<file path="src/rtl/selfclk_write_pkg.sv">
package selfclk_write_pkg;

  // Strobes passed from the cell controller to the datapath.
  typedef struct packed {
    logic inData;      // current half-cell is the data portion
    logic cellActive;  // the current cell is being written
    logic captureBit;  // capture the serial bit at the coming edge
    logic requestBit;  // ask the source for a bit this half-cell
  } ctrlStrobes_t;

  localparam logic PHASE_CLOCK = 1'b0;
  localparam logic PHASE_DATA  = 1'b1;

endpackage

</file>
<file path="src/rtl/selfclk_write_ctrl.sv">
module selfclk_write_ctrl
  import selfclk_write_pkg::*;
(
  input  logic         clk,
  input  logic         rst,
  input  logic         writeEn,
  output ctrlStrobes_t strobes
);

  logic phaseQ;
  logic activeQ;
  logic cellEnd;

  // A cell ends at the edge that closes its data portion.
  assign cellEnd = (phaseQ == PHASE_DATA);

  // Divide-by-two phase generator.
  always_ff @(posedge clk) begin
    if (rst) phaseQ <= PHASE_CLOCK;
    else     phaseQ <= ~phaseQ;
  end

  // Write enable is sampled only on cell boundaries.
  always_ff @(posedge clk) begin
    if (rst)          activeQ <= 1'b0;
    else if (cellEnd) activeQ <= writeEn;
  end

  always_comb begin
    strobes.inData     = phaseQ;
    strobes.cellActive = activeQ;
    strobes.captureBit = activeQ & (phaseQ == PHASE_CLOCK);
    strobes.requestBit = activeQ & (phaseQ == PHASE_CLOCK);
  end

endmodule

</file>
<file path="src/rtl/selfclk_write_dpath.sv">
module selfclk_write_dpath
  import selfclk_write_pkg::*;
#(
  parameter logic HEAD_INIT = 1'b0
) (
  input  logic         clk,
  input  logic         rst,
  input  ctrlStrobes_t strobes,
  input  logic         dataBit,
  output logic         writeDataN,
  output logic         headState
);

  logic heldBit;
  logic assertLevel;
  logic headQ;

  // Bit register, held from the clock portion through the data portion.
  always_ff @(posedge clk) begin
    if (rst)                     heldBit <= 1'b0;
    else if (strobes.captureBit) heldBit <= dataBit;
  end

  // Level logic: clock portion always asserted, data portion only for ones.
  always_comb begin
    if (!strobes.cellActive)  assertLevel = 1'b0;
    else if (!strobes.inData) assertLevel = 1'b1;
    else                      assertLevel = heldBit;
  end

  assign writeDataN = ~assertLevel;

  // Drive-side toggle flip-flop for the head current.
  always_ff @(posedge clk) begin
    if (rst)              headQ <= HEAD_INIT;
    else if (!writeDataN) headQ <= ~headQ;
  end

  assign headState = headQ;

endmodule

</file>
<file path="src/rtl/selfclk_write_enc.sv">
module selfclk_write_enc
  import selfclk_write_pkg::*;
#(
  parameter logic HEAD_INIT = 1'b0
) (
  input  logic clk,
  input  logic rst,
  input  logic writeEn,
  input  logic dataBit,
  output logic bitReq,
  output logic phaseData,
  output logic writeDataN,
  output logic headState
);

  ctrlStrobes_t strobes;

  selfclk_write_ctrl ctrl_i (
    .clk     (clk),
    .rst     (rst),
    .writeEn (writeEn),
    .strobes (strobes)
  );

  selfclk_write_dpath #(.HEAD_INIT(HEAD_INIT)) dpath_i (
    .clk        (clk),
    .rst        (rst),
    .strobes    (strobes),
    .dataBit    (dataBit),
    .writeDataN (writeDataN),
    .headState  (headState)
  );

  assign bitReq    = strobes.requestBit;
  assign phaseData = strobes.inData;

endmodule

</file>
<file path="config.mk">
export PLATFORM = sky130hd
export DESIGN_NAME = selfclk_write_enc
export DESIGN_NICKNAME = d
export VERILOG_FILES = /design/src/rtl/selfclk_write_pkg.sv /design/src/rtl/selfclk_write_ctrl.sv /design/src/rtl/selfclk_write_dpath.sv /design/src/rtl/selfclk_write_enc.sv
export SDC_FILE = /design/constraint.sdc
export NUM_CORES = 1
export LEC_CHECK = 0
export BUFFER_PORTS_ARGS = -buffer_cell sky130_fd_sc_hd__buf_2
export CAP_MARGIN = 20
export CORE_AREA = 2 2 39 41
export CTS_CLUSTER_SIZE = 30
export DETAILED_ROUTE_END_ITERATION = 12
export DIE_AREA = 0 0 41 43
export GPL_TIMING_DRIVEN = 0
export PLACE_DENSITY = 0.38
export SLEW_MARGIN = 10
export SYNTH_ARGS = -nofsm -noshare
export SYNTH_HDL_FRONTEND = slang
export SYNTH_HIERARCHICAL = 1
export SYNTH_SLANG_ARGS = --single-unit
</file>
<file path="constraint.sdc">
create_clock -name clk -period 2.6 [get_ports clk]
set_input_delay 0.52 -clock clk [delete_from_list [all_inputs] [get_ports clk]]
set_output_delay 0.52 -clock clk [all_outputs]
set_load 0.02 [all_outputs]
</file>
==> impl_table.tex <==
\begin{tabular}{lr}
\hline
Metric & Value \\
\hline
\multicolumn{2}{l}{\textbf{Finish}} \\
\quad Most frequent standard cell in the layout excluding fill and tap cells & buf\_2 \\
\quad Commonest cells after routing, fill and taps aside & buf\_2, nor2\_1, dfxtp\_1 \\
\quad Area added between synthesis and finish & 43.1\% \\
\quad Design Area, Final & approximately 260 um2 \\
\quad Number of nets in the layout & 34 \\
\quad Fraction of layout cells with a size suffix above 1 & 0.571 \\
\quad Number of antenna diodes & 0 \\
\multicolumn{2}{l}{\textbf{Clocking}} \\
\quad \# clock sinks & 4 \\
\quad Root Buffer Master & clkbuf\_4 \\
\quad Number of post-CTS setup repair buffers & 0 \\
\quad Clock tree buffer depth & 2 \\
\quad Cts hold-fix bufs & 0 \\
\quad H-tree depth & 1 \\
\quad Post-CTS clock slew at the launch and capture registers of the worst setup and hold paths & 30 ps \\
\quad Clock latency of the later-clocked register in the worst-skew pair & 230 ps \\
\quad Inserted Clock Buffers & 3 \\
\quad Cells resized by post-CTS repair & 0 \\
\quad TritonCTS clock tree & built \\
\multicolumn{2}{l}{\textbf{Placed design}} \\
\quad Number of I/O port buffers & 7 \\
\quad Placed inst area & 235 um2 \\
\quad Post-detail-place hpwl & 267 um \\
\quad Placer congestion estimate & 0.516 \\
\multicolumn{2}{l}{\textbf{Yosys}} \\
\quad Distinct cell type count after synthesis & 9 \\
\quad Synthesized area divided by synthesized cell count & around 10 um2 \\
\quad Synthesized cell area & approximately 180 um2 \\
\quad Register area share after synthesis & 0.444 \\
\quad Post-Syn Instances & 18 \\
\quad Post-synthesis net count & 22 \\
\quad Total of warnings raised by yosys & 6 \\
\quad Count of state elements after synthesis & 4 \\
\multicolumn{2}{l}{\textbf{Global route}} \\
\quad Wire length of the first global-routing pass & between 500 and 600 um \\
\quad Vias in the first global route & roughly 170 \\
\quad Number of antenna violations at the first check in global routing & 0 \\
\quad Pin count of the biggest net entering global routing & 6 \\
\quad Total congestion overflow & 0 \\
\quad Global router's overall resource usage & 0.0492 \\
\multicolumn{2}{l}{\textbf{Run}} \\
\quad Maxcap violations & 0 \\
\multicolumn{2}{l}{\textbf{Min path}} \\
\quad Min-delay worst type & reg -> reg \\
\multicolumn{2}{l}{\textbf{Setup path}} \\
\quad Crit-path slowest cell & dfxtp\_1 \\
\quad Class of the most critical setup path & reg -> out \\
\quad Startpoint type of the worst setup path & register \\
\quad Required time of the worst setup path & 2080 ps \\
\quad Endpoint type of the worst setup path & primary output \\
\quad Highest fanout seen on the critical path & 4 \\
\quad Worst endpoint data arrival time & 1090 ps \\
\quad Worst path cell trace & buf\_4, inv\_1, o21ai\_2, buf\_2 \\
\quad Highest cell delay on the worst timing path & between 300 and 400 ps \\
\multicolumn{2}{l}{\textbf{Floorplan}} \\
\quad Floorplan core area & about 0.0014 mm2 \\
\quad Row count & 14 \\
\quad Die Footprint & 0.00176 mm2 \\
\quad Initial cell density of the core & 0.130 \\
\quad Die span in y & 43 um \\
\quad I/O pin cnt & 8 \\
\quad Die W & 41 um \\
\multicolumn{2}{l}{\textbf{STA}} \\
\quad Slew margin rel. & 0.908 \\
\quad Total of endpoints with negative setup slack in the final report & 0 \\
\quad Max Fclk & 620 MHz \\
\quad WHS & 455 ps \\
\quad Worst clock skew & 5.11 ps \\
\quad Max-slew violation total from the final report & 0 \\
\quad Final worst path period share & 0.620 \\
\quad Transition time at the pin with the least slew margin & 134 ps \\
\quad Final hold violation count & 0 \\
\quad Min Clock Period, post-route & 1610 ps \\
\quad Setup repair after global routing missed its margin & no \\
\quad Final TNS setup & 0 ps \\
\multicolumn{2}{l}{\textbf{Power}} \\
\quad Leakage & 0.128 nW \\
\quad Tot Pwr & 0.167 mW \\
\quad Worst VDD drop & 0.0803 mV \\
\quad Power density relative to cell area & between 600 and 700 mW/mm2 \\
\multicolumn{2}{l}{\textbf{Detailed routing}} \\
\quad Via Count & 155 \\
\quad Number of nets with antenna violations after detailed routing & 0 \\
\quad Number of vias per cell & 3.52 \\
\quad Count of unresolved DRC violations after routing & 0 \\
\quad DR pass1 iterations & 2 \\
\quad Number of DRC violations after detailed-routing iteration 0 & 6 \\
\quad Total routed wirelength & between 300 and 400 um \\
\quad Routed wirelength normalized by instance count & 7.70 um \\
\multicolumn{2}{l}{\textbf{Run status}} \\
\quad Result of the run & finished clean \\
\hline
\end{tabular}
-- state kept, by name, summed over array words and instances (netlist names) --
name,flops
dpath_i/heldBit,1
ctrl_i/cellEnd,1
ctrl_i/activeQ,1
dpath_i/headState,1
-- stage by stage --
stage           util  setup WS, ps  instances
2_1_floorplan      -          1270         18
3_3_place_gp   0.170          1220         41
3_5_place_dp   0.170          1230         41
4_1_cts        0.186           972         44
5_1_grt        0.186           902         44
6_report       0.186           987         44
-- Yosys cell counts (all sizes together) --
cell / instances / share of area
mux2: 1 / 0.083
buf: 3 / 0.12
nor2b: 1 / 0.035
dfxtp: 4 / 0.44
o21ai: 1 / 0.049
and2b: 1 / 0.049
mux2i: 2 / 0.11
nor2: 4 / 0.083
inv: 1 / 0.021
-- layer usage --
| metal | up-vias | routed length (um) | global-route usage |
|---|---|---|---|
| li1 | 75 | - | - |
| met1 | 75 | 109 | 0.0323 |
| met2 | 5 | 211 | 0.0750 |
| met3 | 0 | 18 | 0.0314 |
| met4 | 0 | 0 | 0.0600 |
| met5 | - | 0 | 0 |
-- area by class of cell --
cell class                      instances  area, um2
Tap cell                               16       20.0
Fill cell                             167       1130
Timing Repair Buffer                    7       35.0
Clock buffer                            3       22.5
Inverter                                1       3.75
Buffer                                  3       22.5
Multi-Input combinational cell         10       73.8
Sequential cell                         4       80.1
-- final timing paths --
path	slack, ps	to	start	depth (start not counted)
setup / recovery	990	writeDataN	ctrl_i/cellEnd	4
hold / removal	460	ctrl_i/cellEnd	ctrl_i/cellEnd	1
setup reg to reg	1510	dpath_i/headState	ctrl_i/cellEnd	4
hold reg to reg	460	ctrl_i/cellEnd	ctrl_i/cellEnd	1
-- report_power, final --
group / internal, mW / total (mW) / leakage (nW) / switching, mW
combinational: 0.0122 / 0.0234 / 0.0814 / 0.0113
sequential: 0.0653 / 0.0680 / 0.0329 / 0.00269
clock: 0.0515 / 0.0754 / 0.0138 / 0.0238
-- worst max-delay path, delay by kind of cell, from the launching register on --
family | cells | cell delay (ps)
compound gates | 1 | 150
flops | 1 | 360
buf+inv | 3 | 360
-- kinds of logic after synthesis --
| logic type | after synthesis | synth area share |
|---|---|---|
| AOI/OAI and AO/OA | 1 | 0.0486 |
| buffers and inverters | 4 | 0.146 |
| DFF | 4 | 0.444 |
| muxes | 3 | 0.194 |
| and+or+nand+nor | 6 | 0.167 |
Power figures use the tool's default switching activity.
